File: config.mk
export PLATFORM = sky130hd
export DESIGN_NAME = dma_req_front
export DESIGN_NICKNAME = d
export VERILOG_FILES = /design/src/rtl/dma_req_pkg.sv /design/src/rtl/dma_cfg_reg.sv /design/src/rtl/dma_down_cnt.sv /design/src/rtl/dma_req_fsm.sv /design/src/rtl/dma_req_front.sv
export SDC_FILE = /design/constraint.sdc
export NUM_CORES = 1
export LEC_CHECK = 0
export ABC_CLOCK_PERIOD_IN_PS = 1900
export BUFFER_PORTS_ARGS = -buffer_cell sky130_fd_sc_hd__buf_4
export CAP_MARGIN = 30
export CORE_AREA = 3 3 40 42
export DETAILED_ROUTE_END_ITERATION = 7
export DIE_AREA = 0 0 43 45
export PLACE_DENSITY = 0.42
export SLEW_MARGIN = 25
export SYNTH_ARGS = -nofsm -noshare
export SYNTH_HDL_FRONTEND = slang
export SYNTH_SLANG_ARGS = --single-unit
File: constraint.sdc
create_clock -name clk_i -period 1.9 [get_ports clk_i]
set_input_delay 0.19 -clock clk_i [delete_from_list [all_inputs] [get_ports clk_i]]
set_output_delay 0.19 -clock clk_i [all_outputs]
set_load 0.02 [all_outputs]
File: src/rtl/dma_req_pkg.sv
package dma_req_pkg;
  typedef enum logic [1:0] {
    ST_IDLE = 2'd0,
    ST_PEND = 2'd1,
    ST_XFER = 2'd2
  } dma_st_e;
endpackage

File: src/rtl/dma_cfg_reg.sv
module dma_cfg_reg (
  input  logic clk_i,
  input  logic rst_ni,
  input  logic we_i,
  input  logic en_i,
  input  logic lvl_i,
  output logic en_o,
  output logic lvl_o
);
  always_ff @(posedge clk_i or negedge rst_ni) begin
    if (!rst_ni) begin
      en_o  <= 1'b0;
      lvl_o <= 1'b0;
    end else if (we_i) begin
      en_o  <= en_i;
      lvl_o <= lvl_i;
    end
  end
endmodule

File: src/rtl/dma_down_cnt.sv
module dma_down_cnt #(
  parameter int W = 2
) (
  input  logic         clk_i,
  input  logic         rst_ni,
  input  logic         load_i,
  input  logic [W-1:0] val_i,
  output logic         zero_o
);
  logic [W-1:0] cnt_q;

  always_ff @(posedge clk_i or negedge rst_ni) begin
    if (!rst_ni)             cnt_q <= '0;
    else if (load_i)         cnt_q <= val_i;
    else if (cnt_q != '0)    cnt_q <= cnt_q - 1'b1;
  end

  assign zero_o = (cnt_q == '0);
endmodule

File: src/rtl/dma_req_fsm.sv
module dma_req_fsm
  import dma_req_pkg::*;
(
  input  logic    clk_i,
  input  logic    rst_ni,
  input  logic    en_i,
  input  logic    lvl_i,
  input  logic    req_ni,
  input  logic    brk_i,
  input  logic    x_zero_i,
  input  logic    gap_zero_i,
  output dma_st_e st_o,
  output logic    load_x_o,
  output logic    load_gap_o
);
  dma_st_e st_q, st_d;

  always_comb begin
    st_d       = st_q;
    load_x_o   = 1'b0;
    load_gap_o = 1'b0;
    unique case (st_q)
      ST_IDLE: if (en_i && lvl_i && !req_ni) st_d = ST_PEND;
      ST_PEND: begin
        if (!en_i) st_d = ST_IDLE;            // abort before start
        else if (brk_i && gap_zero_i) begin
          st_d     = ST_XFER;
          load_x_o = 1'b1;
        end
      end
      ST_XFER: if (x_zero_i) begin
        st_d       = ST_IDLE;
        load_gap_o = 1'b1;
      end
      default: st_d = ST_IDLE;
    endcase
  end

  always_ff @(posedge clk_i or negedge rst_ni) begin
    if (!rst_ni) st_q <= ST_IDLE;
    else         st_q <= st_d;
  end

  assign st_o = st_q;
endmodule

File: src/rtl/dma_req_front.sv
module dma_req_front
  import dma_req_pkg::*;
#(
  parameter int XFER_CYC = 2,
  parameter int GAP_CYC  = 2
) (
  input  logic clk_i,
  input  logic rst_ni,
  input  logic req_ni,
  input  logic cfg_we_i,
  input  logic cfg_en_i,
  input  logic cfg_lvl_i,
  input  logic bus_brk_i,
  output logic ack_no,
  output logic xfer_o,
  output logic bus_req_o
);
  localparam int XW = (XFER_CYC > 1) ? $clog2(XFER_CYC) : 1;
  localparam int GW = (GAP_CYC  > 1) ? $clog2(GAP_CYC)  : 1;

  logic    en_q, lvl_q;
  logic    load_x, load_gap, x_zero, gap_zero;
  dma_st_e st;

  dma_cfg_reg u_cfg (
    .clk_i (clk_i),
    .rst_ni(rst_ni),
    .we_i  (cfg_we_i),
    .en_i  (cfg_en_i),
    .lvl_i (cfg_lvl_i),
    .en_o  (en_q),
    .lvl_o (lvl_q)
  );

  dma_down_cnt #(.W(XW)) u_xcnt (
    .clk_i (clk_i),
    .rst_ni(rst_ni),
    .load_i(load_x),
    .val_i (XW'(XFER_CYC - 1)),
    .zero_o(x_zero)
  );

  dma_down_cnt #(.W(GW)) u_gap (
    .clk_i (clk_i),
    .rst_ni(rst_ni),
    .load_i(load_gap),
    .val_i (GW'(GAP_CYC - 1)),
    .zero_o(gap_zero)
  );

  dma_req_fsm u_fsm (
    .clk_i     (clk_i),
    .rst_ni    (rst_ni),
    .en_i      (en_q),
    .lvl_i     (lvl_q),
    .req_ni    (req_ni),
    .brk_i     (bus_brk_i),
    .x_zero_i  (x_zero),
    .gap_zero_i(gap_zero),
    .st_o      (st),
    .load_x_o  (load_x),
    .load_gap_o(load_gap)
  );

  assign xfer_o    = (st == ST_XFER);
  assign ack_no    = ~xfer_o;
  assign bus_req_o = (st == ST_PEND);

  // run-length trackers for the checks below
  int run_q, gap_run_q;
  always_ff @(posedge clk_i or negedge rst_ni) begin
    if (!rst_ni) begin
      run_q     <= 0;
      gap_run_q <= GAP_CYC;
    end else begin
      run_q     <= xfer_o ? run_q + 1 : 0;
      gap_run_q <= xfer_o ? 0 : ((gap_run_q >= GAP_CYC) ? gap_run_q : gap_run_q + 1);
    end
  end

  AST_REQ_SOURCE: assert property (@(posedge clk_i) disable iff (!rst_ni)
    $rose(bus_req_o) |-> $past(!req_ni && en_q && lvl_q));
  AST_START_ON_BRK: assert property (@(posedge clk_i) disable iff (!rst_ni)
    $rose(xfer_o) |-> $past(bus_brk_i) && $past(bus_req_o));
  AST_XFER_LEN: assert property (@(posedge clk_i) disable iff (!rst_ni)
    $fell(xfer_o) |-> run_q == XFER_CYC);
  AST_BUS_GAP: assert property (@(posedge clk_i) disable iff (!rst_ni)
    $rose(xfer_o) |-> gap_run_q >= GAP_CYC);
  AST_ABORT: assert property (@(posedge clk_i) disable iff (!rst_ni)
    (bus_req_o && !en_q) |=> !bus_req_o);
endmodule

After elaboration in Yosys (flattened, before gate mapping):

Index checks and enable logic that the tools add are counted.

* flip-flop bits (word level): 6
* input bits: 7
* output and inout bits: 3
* logic and storage cells: 34

* add/subtract/negate cells: 2
* eq/ne operators: 5
* muxes and demuxes: 14
* bitwise logic cells: 2
* reduce and logical (&&, ||, !) cells: 6

Operators by type and width (count)
* $mux W1: 9
* $mux W2: 4
* $pmux W2 S3: 1
* $logic_and A1 B1 Y1: 3
* $ne A3 B2 Y1 const B: 1
* $reduce_and A3 Y1: 1
* $eq A2 B1 Y1 const B: 1
* $eq A2 B2 Y1 const B: 1
* $logic_not A2 Y1: 1
* $ne A2 B1 Y1 const B: 1
* $ne A2 B2 Y1 const B: 1
* $not A1 Y1: 2
* $sub A1 B1 Y1 const B: 2
* $logic_not A1 Y1: 1

Longest topological paths before layout:

* depth after elaboration: 6
* mapped depth: 3
* mapped depth without buffers: 3

Hierarchy:

From an unflattened synthesis, not the netlist that was laid out.

* cell total of the unflattened synthesis: 25
* area total of the unflattened synthesis: 287.8 µm²

Modules (own cells, without submodules)
* dma_req_fsm: times used 1, cells each 11, area an instance 117.6 µm², seq. area each 50.0 µm²
* dma_cfg_reg: times used 1, cells each 4, area an instance 72.6 µm², seq. area each 50.0 µm²
* dma_down_cnt: times used 2, cells each 3, area an instance 35.0 µm², seq. area each 25.0 µm²
* dma_req_front: times used 1, cells each 4, area an instance 27.5 µm², seq. area each 0.0 µm²

Worst setup path after synthesis:

No wires, ideal clock.

* path type: register to register
* from: register u_fsm.st_q[1], in the netlist u_fsm.st_o[1]
* to: register u_fsm.st_q[1], in the netlist u_fsm.st_o[1]
* library setup time: 0.118 ns
* arrival time: 0.984 ns
* data required time: 1.782 ns
* path slack: 0.798 ns
* cell stages (with the launch flop): 4
* buffers on the path: 0
* clock period less this slack: 1.102 ns
* cell sequence: dfrtp_1 > nand2b_1 > inv_1 > a21o_1

* word-level cells in the longest chain between the ends: 3
* elaborated cells between the ends (all ways): 8
* classes of those cells: eq/ne (5); mux (1); reduce/logical (2)

Ends and longest elaborated chain
* start: declaration: RTL line dma_req_fsm.sv:16 `dma_st_e st_q, st_d;`
* start signal: assignment: RTL line dma_req_fsm.sv:41 `else st_q <= st_d;`
* $eq A2 B2 Y1 (*)
* net xfer_o: RTL line dma_req_front.sv:15 `output logic xfer_o,`
* $ne A2 B2 Y1 (no line)
* $reduce_and A3 Y1 (no line)

Mark *: on every way through the listed nets, which the timed path passes. The rest lies on a longest branch.
A chain may end at the register's enable or synchronous reset.

Worst setup path after layout:

* from: register u_fsm.st_q[0], in the netlist u_fsm.st_o[0]
* to: output xfer_o

* word-level cells in the longest chain between the ends: 1

Ends and longest elaborated chain
* $eq A2 B2 Y1: RTL line dma_req_front.sv:65 `assign xfer_o = (st == ST_XFER);`
* end: declaration: RTL line dma_req_front.sv:15

No other way between the ends.

==> impl_results.md <==
* Outcome: finished clean
* Clock power frac at 0.382
* Initial antenna violation count at 0
* First-pass GRT wire length at roughly 720 um
* Clock skew at 0.00210 ns
* WP data arrival at 1.03 ns
* Vias at 181
* Critical path class: reg2out
* Net load switching power at 62.5 uW
* Crit path required time at 1.71 ns
* Synthesized area at between 200 and 300 um^2
* Share of layout cells above drive strength 1 at 0.516
* Simple-Gate Fraction of Synth Area at 0.228
* Die area at 1940 um^2
* Startpoint types: flop
* Synth Instances at 18
* Placeable Area at between 1000 and 1500 um^2
* Worst slew pin tran at 0.138 ns
* Power per cell area at between 700 and 800 nW/um^2
* Min Hold Slack at ~0.17 ns
* # fillers at roughly 130
* Setup tns final at 0 ns
* Comb power frac at 0.139
* Area Growth Syn to Fin at 47.0%
* Largest family of logic cells by synthesized area: simple AND/OR/NAND/NOR gates
* Max-Cap Viols at 0
* H-Tree Depth at 1
* Reg-to-reg slack, setup at 0.91 ns
* Post-synth top cells: dfrtp_1 (6), mux2_1 (2), nand2b_1 (2)
* Die X at around 43 um
* Clock Tree Root: clkbuf_4
* WL/cell at between 9 and 10 um
* Part of the power in registers at 0.480
* XOR/XNOR share of the synthesized area at 0
* Die Y at around 45 um
* RSZ-0062 raised after global routing: false
* Slew Limit Fails at 0
* Iter 0 DRT Violations at 2
* Ranking of synthesized cells by area: dfrtp_1 (59%), mux2_1 (8.9%), nor2b_4 (5.4%), nand2b_1 (5.0%), nor3b_2 (5.0%)
* Internal at roughly 230 uW
* Total track usage at 0.0536
* GR Overflow Total at 0
* Final WL at around 430 um
* Pin count of the biggest net entering global routing at 7
* Fin crit share at 0.640
* Hold Path Class: in2reg
* Clock sink total at 6
* Vias in the first global route at about 180
* Final #Nets at 40
* Sequential share of the synthesized area at 0.594
* Post_cts resized at 0
* Prevailing post-synth register cell: dfrtp_1
* Pre-CTS setup slack at between 0.9 and 1 ns
* I/O Buffers at 9
* Crit. End Element: output port
* Finished Core Util at 0.289
* Achievable Freq at a little over 800 MHz
* Clk pin slew, worst setup/hold paths at 0.04 ns
* Peak VDD IR at around 0.22 mV
* Lkg Pwr at about 0.20 nW
* Syn Nets at 25
* Ports at 10
* Cell taking the most area after synthesis: dfrtp_1
* FFs w/ async S/R, synth at 1.00
* CP max FO at 3
* Ys Warns at 0
* Met3 Wirelength at approximately 44 um
* Met1 wire length at 190 um
* Flops & latches, synth at 6
* DRC at 0
* Slew headroom at 0.908
* Clk Latency, worst-skew pair at between 0.2 and 0.25 ns
* Metal2 WL at 196 um
* Num CTS Buffers at 3
* Site Rows at 13
* Switching share of power at 0.211
* Synth Area in Adders at 0
* Antenna Nets Post-Route at 0
* Synth Area per Inst at ~14 um^2
* GPL Wtd Cong at ~0.61
* Compound-Gate Fraction of Synth Area at 0.0297
* Count of different cell masters after synthesis at 11
* Most frequent cell after synthesis: dfrtp_1
* Top routing layer used: met3
* Via-per-instance ratio at between 3 and 4
* CTS tree: yes
* HPWL Detailed at roughly 370 um
* Post-synth EDFFs at 0
* Final worst slack at between 0.6 and 0.7 ns
* Starting density of the core at 0.197
* Final hold vios at 0
* Ant. Diodes at 0
* Final total power at 296 uW
* Post-route minimum period at around 1.2 ns
* CTS Buffer Depth at 2
* Mux share of post-synthesis cell area at 0.134
* DR pass1 iterations at 2
* Final setup violation count at 0
* Yosys top cell area share at 0.594
## power by group through the flow
| stage | clock network, mW | registers (mW) | logic [mW] |
|---|---|---|---|
| floorplan | 0 | 0.142 | 0.0211 |
| global placement | 0 | 0.143 | 0.0394 |
| detailed placement | 0 | 0.144 | 0.0403 |
| CTS | 0.120 | 0.142 | 0.0420 |
| global route | 0.129 | 0.143 | 0.0447 |
| finish | 0.113 | 0.142 | 0.0410 |
## worst paths after layout
| kind | startpoint | end | cells past startpoint |
|---|---|---|---|
| setup / recovery | u_fsm.st_o[0] | xfer_o | 3 |
| hold / removal | cfg_en_i | u_cfg.en_o | 2 |
| setup reg to reg | u_fsm.st_o[0] | u_fsm.st_o[1] | 3 |
| hold reg to reg | u_xcnt.cnt_q | u_gap.cnt_q | 1 |
| max in group asynchronous | rst_ni | u_fsm.st_o[1] | 2 |
| min in group asynchronous | rst_ni | u_fsm.st_o[0] | 2 |
## layer usage
| layer | GRT usage | vias up |
|---|---|---|
| li1 | - | 86 |
| met1 | 0.0639 | 88 |
| met2 | 0.0659 | 7 |
| met3 | 0.0279 | 0 |
| met4 | 0.0542 | 0 |
| met5 | 0 | - |
## registers in the layout, indices dropped and copies added, names as in the netlist
signal and count:
u_cfg.lvl_o 1, u_fsm.st_o 2, u_gap.cnt_q 1, u_cfg.en_o 1
u_xcnt.cnt_q 1
## through the flow
| stage | area, um^2 | cells |
|---|---|---|
| 4_1_cts | 372 | 46 |
| 2_1_floorplan | 253 | 18 |
| 5_1_grt | 372 | 46 |
| 3_3_place_gp | 339 | 42 |
| 3_5_place_dp | 339 | 42 |
| 6_report | 372 | 46 |
## area by class of cell
type | instances | area, um^2 | area share
Multi-Input combinational cell | 11 | 98.8 | 0.266
Sequential cell | 6 | 150 | 0.404
Tap cell | 15 | 18.8 | 0.0505
Clock buffer | 3 | 22.5 | 0.0606
Timing Repair Buffer | 10 | 77.6 | 0.209
Inverter | 1 | 3.75 | 0.0101
## worst max-delay path, cell delays in order, from the launching register on
cell and delay (ns):
dfrtp_1 0.38, nand2b_1 0.19, inv_1 0.08, buf_4 0.14
## layout by cell type, fill, tap and decap left out
master         synthesis  final
inv_1                  1      1
nor2b_4                1      1
dlygate4sd3_1          0      1
a21o_1                 1      1
and3_1                 1      1
nor3b_2                1      1
clkbuf_4               0      3
buf_4                  0      9
dfrtp_1                6      6
nand2b_1               2      2
mux2_2                 1      1
nor2_1                 1      1
mux2_1                 2      2
nor2b_2                1      1
## repair_timing
item / in CTS / in global routing
endpoints found under the setup margin: 0 / 0
setup buffers: 0 / 0
hold buffers: 1 / 0
endpoints found under the hold margin: 6 / 0
## cells by family (layout without fill, tap and decap cells)
| kind of cell | after synthesis | after routing |
|---|---|---|
| AND/OR/NAND/NOR | 7 | 7 |
| multiplexers | 3 | 3 |
| buffers and inverters | 1 | 14 |
| flip-flops | 6 | 6 |
| AO/OA/AOI/OAI | 1 | 1 |
(Power assumes the default switching activity.)
